`src/rtl/cko_pkg.sv`:
```
package cko_pkg;

    typedef enum logic [2:0] {
        A_TGT_LO = 3'd0,
        A_TGT_HI = 3'd1,
        A_PER_LO = 3'd2,
        A_PER_HI = 3'd3,
        A_CTRL   = 3'd4,
        A_PIN    = 3'd5,
        A_IRQ    = 3'd6
    } cko_addr_e;

    // bit0 run, bit1 lock to time, bit2 interrupt enable
    typedef struct packed {
        logic irq_en;
        logic lock;
        logic run;
    } cko_ctrl_t;

    // bit0 drive-out, bit1 timing-function select
    typedef struct packed {
        logic native;
        logic drive;
    } cko_pin_t;

    function automatic logic cko_armed(input cko_ctrl_t c);
        return c.run & c.lock;
    endfunction

endpackage

```
`src/rtl/cko_regs.sv`:
```
module cko_regs
    import cko_pkg::*;
#(
    parameter int DATA_W = 32,
    localparam int TIME_W = 2 * DATA_W,
    localparam int WORDS  = TIME_W / DATA_W
) (
    input  logic              clk,
    input  logic              rst,
    input  logic              wr_en,
    input  logic [2:0]        wr_addr,
    input  logic [DATA_W-1:0] wr_data,
    output logic [TIME_W-1:0] period,
    output cko_ctrl_t         ctrl,
    output cko_pin_t          pincfg,
    output logic [WORDS-1:0]  tgt_we,
    output logic              irq_clr
);

    for (genvar w = 0; w < WORDS; w++) begin : g_word
        localparam logic [2:0] TGT_A = 3'(A_TGT_LO) + 3'(w);
        localparam logic [2:0] PER_A = 3'(A_PER_LO) + 3'(w);

        assign tgt_we[w] = wr_en && (wr_addr == TGT_A);

        always_ff @(posedge clk) begin
            if (rst) begin
                period[w*DATA_W +: DATA_W] <= '0;
            end else if (wr_en && wr_addr == PER_A) begin
                period[w*DATA_W +: DATA_W] <= wr_data;
            end
        end
    end

    always_ff @(posedge clk) begin
        if (rst) begin
            ctrl   <= '0;
            pincfg <= '0;
        end else if (wr_en) begin
            if (wr_addr == A_CTRL) ctrl   <= cko_ctrl_t'(wr_data[2:0]);
            if (wr_addr == A_PIN)  pincfg <= cko_pin_t'(wr_data[1:0]);
        end
    end

    assign irq_clr = wr_en && (wr_addr == A_IRQ) && wr_data[0];

endmodule

```
`src/rtl/cko_sched.sv`:
```
module cko_sched
    import cko_pkg::*;
#(
    parameter int DATA_W = 32,
    localparam int TIME_W = 2 * DATA_W,
    localparam int WORDS  = TIME_W / DATA_W
) (
    input  logic              clk,
    input  logic              rst,
    input  logic [TIME_W-1:0] systime,
    input  logic [TIME_W-1:0] period,
    input  cko_ctrl_t         ctrl,
    input  logic [WORDS-1:0]  tgt_we,
    input  logic [DATA_W-1:0] wr_data,
    output logic [TIME_W-1:0] target,
    output logic              level,
    output logic              fire
);

    logic [TIME_W-1:0] next_tgt;

    assign next_tgt = target + period;
    assign fire     = cko_armed(ctrl) && !(|tgt_we) && (systime >= target);

    for (genvar w = 0; w < WORDS; w++) begin : g_tgt
        always_ff @(posedge clk) begin
            if (rst) begin
                target[w*DATA_W +: DATA_W] <= '0;
            end else if (tgt_we[w]) begin
                target[w*DATA_W +: DATA_W] <= wr_data;
            end else if (fire) begin
                target[w*DATA_W +: DATA_W] <= next_tgt[w*DATA_W +: DATA_W];
            end
        end
    end

    always_ff @(posedge clk) begin
        if (rst || !ctrl.run) begin
            level <= 1'b0;
        end else if (fire) begin
            level <= ~level;
        end
    end

endmodule

```
`src/rtl/cko_irq.sv`:
```
module cko_irq (
    input  logic clk,
    input  logic rst,
    input  logic fire,
    input  logic irq_en,
    input  logic clr,
    output logic flag
);

    always_ff @(posedge clk) begin
        if (rst || !irq_en) begin
            flag <= 1'b0;
        end else if (fire) begin
            flag <= 1'b1;
        end else if (clr) begin
            flag <= 1'b0;
        end
    end

endmodule

```
`src/rtl/cko_pps_gen.sv`:
```
module cko_pps_gen
    import cko_pkg::*;
#(
    parameter int DATA_W = 32
) (
    input  logic                  clk,
    input  logic                  rst,
    input  logic [2*DATA_W-1:0]   systime,
    input  logic                  wr_en,
    input  logic [2:0]            wr_addr,
    input  logic [DATA_W-1:0]     wr_data,
    output logic                  pin_o,
    output logic                  pin_oe,
    output logic                  irq_o,
    output logic [2*DATA_W-1:0]   target_o
);

    localparam int TIME_W = 2 * DATA_W;
    localparam int WORDS  = TIME_W / DATA_W;

    logic [TIME_W-1:0] period_q;
    cko_ctrl_t         ctrl_q;
    cko_pin_t          pin_q;
    logic [WORDS-1:0]  tgt_we;
    logic              irq_clr;
    logic              level_q;
    logic              fire;
    logic              irq_flag;

    cko_regs #(.DATA_W(DATA_W)) u_regs (
        .clk     (clk),
        .rst     (rst),
        .wr_en   (wr_en),
        .wr_addr (wr_addr),
        .wr_data (wr_data),
        .period  (period_q),
        .ctrl    (ctrl_q),
        .pincfg  (pin_q),
        .tgt_we  (tgt_we),
        .irq_clr (irq_clr)
    );

    cko_sched #(.DATA_W(DATA_W)) u_sched (
        .clk     (clk),
        .rst     (rst),
        .systime (systime),
        .period  (period_q),
        .ctrl    (ctrl_q),
        .tgt_we  (tgt_we),
        .wr_data (wr_data),
        .target  (target_o),
        .level   (level_q),
        .fire    (fire)
    );

    cko_irq u_irq (
        .clk    (clk),
        .rst    (rst),
        .fire   (fire),
        .irq_en (ctrl_q.irq_en),
        .clr    (irq_clr),
        .flag   (irq_flag)
    );

    assign pin_oe = pin_q.drive;
    assign pin_o  = pin_q.drive & pin_q.native & level_q;
    assign irq_o  = irq_flag;

endmodule

```
`config.mk`:
```
export PLATFORM = sky130hd
export DESIGN_NAME = cko_pps_gen
export DESIGN_NICKNAME = d
export VERILOG_FILES = /design/src/rtl/cko_pkg.sv /design/src/rtl/cko_regs.sv /design/src/rtl/cko_sched.sv /design/src/rtl/cko_irq.sv /design/src/rtl/cko_pps_gen.sv
export SDC_FILE = /design/constraint.sdc
export NUM_CORES = 1
export LEC_CHECK = 0
export ABC_CLOCK_PERIOD_IN_PS = 4100
export BUFFER_PORTS_ARGS = -buffer_cell sky130_fd_sc_hd__buf_2
export CORE_ASPECT_RATIO = 1.4
export CORE_MARGIN = 1.5
export CORE_UTILIZATION = 52
export CTS_BUF_LIST = sky130_fd_sc_hd__clkbuf_4 sky130_fd_sc_hd__clkbuf_8 sky130_fd_sc_hd__clkbuf_16
export CTS_CLUSTER_DIAMETER = 60
export DETAILED_ROUTE_END_ITERATION = 8
export GPL_ROUTABILITY_DRIVEN = 0
export GPL_TIMING_DRIVEN = 1
export PLACE_DENSITY = 0.74
export SLEW_MARGIN = 10
export SYNTH_ARGS = -nofsm -noshare
export SYNTH_HDL_FRONTEND = slang
export SYNTH_SLANG_ARGS = --single-unit
```
`constraint.sdc`:
```
create_clock -name clk -period 4.1 [get_ports clk]
set_input_delay 0.205 -clock clk [delete_from_list [all_inputs] [get_ports clk]]
set_output_delay 0.205 -clock clk [all_outputs]
set_load 0.05 [all_outputs]
```
* Yosys cells after proc, flatten, opt, wreduce, memory -nomap -nowiden
Cells that the tools add are included.
Storage, ports and cells: flip-flop bits (word level) 135, bits of input ports 102, output and inout port bits 67
Operators by class: add/sub/neg operators 1, magnitude comparators 1, eq/ne operators 6, mux-type cells 6, bitwise logic cells 4, reduce and logical (&&, ||, !) cells 20
Operators by type and width (count):
- two-way mux 32 bit | 4
- adder 64 bit | 1
- greater-or-equal comparator 64 bit | 1
- equality test 3 bit, second input constant | 3
- logical AND 1 bit | 8
- equality test 3 x 2 -> 1 bit, second input constant | 2
- nonzero test 2 bit | 3
- AND reduction 2 bit | 2
- bitwise AND 1 bit | 3
- equality test 3 x 1 -> 1 bit, second input constant | 1
- logical NOT 1 bit | 3
- logical NOT 3 bit | 1
- logical OR 1 bit | 2
- two-way mux 1 bit | 2
- OR reduction 2 bit | 1
- NOT 1 bit | 1

* Depth between registers and ports, before layout
word-level depth 8, depth in mapped cells 14, mapped depth without buffers 13

* Cells and area by module
Synthesis repeated with hierarchy kept, for this count alone.
Unflattened totals: cell total of the unflattened synthesis 1320, area total of the unflattened synthesis 10800.4 µm²
By module, submodules not included:
- cko_sched | instances 1, cells an instance 1047, area each 7823.8 µm², sequential area each 1301.2 µm²
- cko_regs | instances 1, cells an instance 268, area each 2930.3 µm², sequential area each 1381.3 µm²
- cko_irq | instances 1, cells an instance 4, area each 40.0 µm², sequential area each 20.0 µm²
- cko_pps_gen | instances 1, cells an instance 1, area each 6.3 µm², sequential area each 0.0 µm²

* Least setup slack after synthesis
Ideal clock, no wire load.
kind flip-flop to flip-flop, start point register u_sched.target[6], end point register u_sched.target[56], library setup time 0.074 ns, arrival time 3.418 ns, required time 4.026 ns, path slack 0.607 ns, stages on the path, launching flop included 12, cells stage by stage dfxtp_1 -> ha_1 -> and4_1 -> a221o_2 -> a2111oi_4 -> nand3_2 -> a211o_2 -> o211ai_2 -> nand3_1 -> a31oi_1 -> mux2_2 -> a31oi_1
Between the ends: word-level cells in the longest chain between the ends 3, elaborated cells on any way between the ends 6
Ends and longest elaborated chain:
- from (decl) | RTL line cko_sched.sv:15 | output logic [TIME_W-1:0] target,
- from (signal, indexed assignment) | RTL line cko_sched.sv:30 | target[w*DATA_W +: DATA_W] <= wr_data;
- from (signal, indexed assignment) | RTL line cko_sched.sv:32 | target[w*DATA_W +: DATA_W] <= next_tgt[w*DATA_W +: DATA_W];
- adder 64 bit or greater-or-equal comparator 64 bit (tied branches) | RTL line cko_sched.sv:22, cko_sched.sv:23
- two-way mux 32 bit or logical AND 1 bit (tied branches) | RTL line cko_sched.sv:31, cko_sched.sv:23
- two-way mux 32 bit or nonzero test 2 bit (tied branches)
Parallel ways exist; a longest one is shown, timed or not. The select of a mux whose other input is x is not followed. A chain may end at the register's enable or synchronous reset.

* Worst setup path after layout
start point register u_sched.target[6], end point register u_sched.target[55]
Same word-level chain as after synthesis.

==> flow_metrics.env <==
export IMPL_synth_enable_flop_cells=0
export IMPL_cts_setup_buffers=0
export IMPL_die_x_um=123
export IMPL_synthTopCellsByArea="dfxtp_1 (26%), ha_1 (15%), a21oi_1 (9.9%)"
export IMPL_arrival_ns=4.10
export IMPL_grt_pass1_wl_um=52900
export IMPL_path_buf_inv=0
export IMPL_yosys_warnings=0
export IMPL_yosysMostFrequentCell="nand2_1"
export IMPL_initial_core_util_pct=52.9
export IMPL_port_buffers=168
export IMPL_clockBufferDepth=2
export IMPL_grt_max_degree=53
export IMPL_max_freq_mhz=264
export IMPL_drt_wl_total_um=33800
export IMPL_place_ws_ns=0.458
export IMPL_wl_met3_um=2160
export IMPL_worst_slack_ns=0.313
export IMPL_cts_htree_levels=4
export IMPL_hold_viol=0
export IMPL_critPathKind="reg2reg"
export IMPL_vias_per_cell=6.20
export IMPL_setup_tns_ns=0
export IMPL_clock_skew_final_ns=0.0118
export IMPL_hpwl_um=26000
export IMPL_ys_flop_type="dfxtp_1"
export IMPL_cts_sinks=135
export IMPL_endpoint_kind="register"
export IMPL_syn_area_per_cell_um2=7.50
export IMPL_slew_headroom_pct=53.1
export IMPL_n_fill_cell=1809
export IMPL_r2r_start="u_sched.target[6]$_SDFFE_PP0P_"
export IMPL_synthCells=1395
export IMPL_rows=61
export IMPL_maxCapViolCount=0
export IMPL_rsz0062_at_grt="false"
export IMPL_track_usage_pct=32.2
export IMPL_cts_resized=0
export IMPL_yosys_area_top_type_share_pct=25.8
export IMPL_wl_per_cell_um=18.8
export IMPL_synth_largest_area_cell="dfxtp_1"
export IMPL_worstHoldStart="wr_data[20]"
export IMPL_critical_path_required_ns=4.41
export IMPL_critPathLaunchType="register"
export IMPL_crit_chain="ha_1 -> a211oi_1 -> o21ai_0 -> o2111a_1 -> o211ai_1 -> a31oi_1 -> a211o_1 -> and2_1 -> a311oi_1 -> xor2_1 -> o22ai_1"
export IMPL_p_leak_nw=5.24
export IMPL_first_pass_iters=5
export IMPL_async_flop_share_pct=0
export IMPL_syn_nets=1625
export IMPL_cts_root_buf="clkbuf_16"
export IMPL_fin_crit_sh_pct=92.4
export IMPL_wl_met1_um=13300
export IMPL_cp_slowest_cell="a311oi_1"
export IMPL_setup_viol=0
export IMPL_tritoncts="done"
export IMPL_die_h_um=171
export IMPL_maxSlewViolCount=0
export IMPL_drc=0
export IMPL_num_vias=11147
export IMPL_area_growth_pct=15.8
export IMPL_highest_layer="met4"
export IMPL_critical_path_startpoint="u_sched.target[6]$_SDFFE_PP0P_"
export IMPL_critical_path_max_stage_delay_ns=0.61
export IMPL_num_nets_final=1764
export IMPL_crit_family="compound AO/OA/AOI/OAI gates"
export IMPL_synth_ff_latch_count=135
export IMPL_layout_drive_gt1_share_pct=15.6
export IMPL_cts_hold_buf=0
export IMPL_worstHoldPathType="in2reg"
export IMPL_antenna_found_initial=0
export IMPL_drt_initial_drc_count=869
export IMPL_dieArea_mm2=0.0210
export IMPL_grt_pass1_vias=10533
export IMPL_min_period_ns=3.79
export IMPL_ioPinCount=169
export IMPL_cts_buffers=17
export IMPL_powerDensity_mw_per_mm2=276
export IMPL_tightestPinTransition_ns=0.702
export IMPL_antenna_left=0
export IMPL_num_antenna_cells=0
export IMPL_ys_seq_area_share_pct=25.8
export IMPL_met2_length_um=16700
export IMPL_grt_overflow_total=0
export IMPL_vdd_ir_drop_max_mv=0.290
export IMPL_synth_distinct_cells=71
export IMPL_synth_cell_area_mm2=0.0105
export IMPL_status="completed"
export IMPL_cp_max_fo=6
export IMPL_fp_coreArea_mm2=0.0198
export IMPL_clk_pin_slew_worst_paths_ns=0.06
export IMPL_yosys_top_cells_count="nand2_1 (241), a21oi_1 (208), dfxtp_1 (135), ha_1 (127), inv_1 (93)"
export IMPL_clk_latency_ns=0.44
[layout by cell type (no fill, tap or decap), types with 15 or more instances in the layout]
master,n
a22oi_1,51
a21oi_1,208
a31oi_1,17
nor2_1,57
buf_2,167
nor3_1,15
inv_1,93
ha_1,127
nand3_1,19
nand2_1,241
xor2_1,21
nand4_1,31
xnor2_1,31
buf_4,21
a21o_1,58
dfxtp_1,135
o21ai_0,37
clkbuf_16,17
o21bai_1,16
[registers in the layout, indices dropped and copies added (netlist names)]
signal,flops
u_regs.period,64
u_irq.flag,1
u_regs.ctrl,3
u_regs.pincfg,2
u_sched.level,1
u_sched.target,64
[worst min-delay path, stage by stage]
cell and delay, ns:
buf_2 0.13, nand2_1 0.06, a21oi_1 0.05
[power by group]
group	internal (mW)	switching (mW)	leakage [nW]
clock	0.922	0.612	0.287
sequential	1.34	0.0242	1.09
combinational	0.162	0.285	3.87
[per-stage QoR]
stage	hold slack, ns	total power, mW	cell area, um2	std cells	util (%)
4_1_cts	0.0510	3.34	12100	1799	61.3
2_1_floorplan	0.341	1.66	10500	1395	-
3_5_place_dp	0.451	1.83	11500	1767	58.4
6_report	0.0491	3.35	12100	1799	61.3
3_3_place_gp	0.447	1.82	11500	1767	58.4
5_1_grt	0.0661	3.44	12100	1799	61.3
[kinds of logic after synthesis]
family,count (synthesis),synth area share (%)
xor+xnor,52,4.35
flops,135,25.8
compound gates,480,29.3
simple gates,429,18.4
buf+inv,161,5.79
fa+ha+maj,128,15.4
mux,10,0.968
[layer usage]
metal	vias up	global-route usage [%]
met5	-	0
met2	480	56.4
met1	5226	38.0
met4	0	15.9
met3	128	4.43
li1	5313	-
[final cells by class]
class | instances | area, um2 | share of cell area (%)
well taps | 252 | 315 | 2.60
multi-input cells | 1099 | 7180 | 59.2
clock inverters | 7 | 68.8 | 0.568
repair buffers | 188 | 993 | 8.20
flip-flops and latches | 135 | 2700 | 22.3
clock buffers | 25 | 510 | 4.21
inverters | 93 | 349 | 2.88
[worst paths after layout]
kind / slack (ns) / end / cells past startpoint
hold / removal: 0.05 / u_regs.period[52]$_SDFFE_PP0P_ / 3
hold reg to reg: 0.46 / u_regs.period[0]$_SDFFE_PP0P_ / 2
setup reg to reg: 0.31 / u_sched.target[55]$_SDFFE_PP0P_ / 11
setup / recovery: 0.31 / u_sched.target[55]$_SDFFE_PP0P_ / 11
Power figures use the tool's default switching activity.
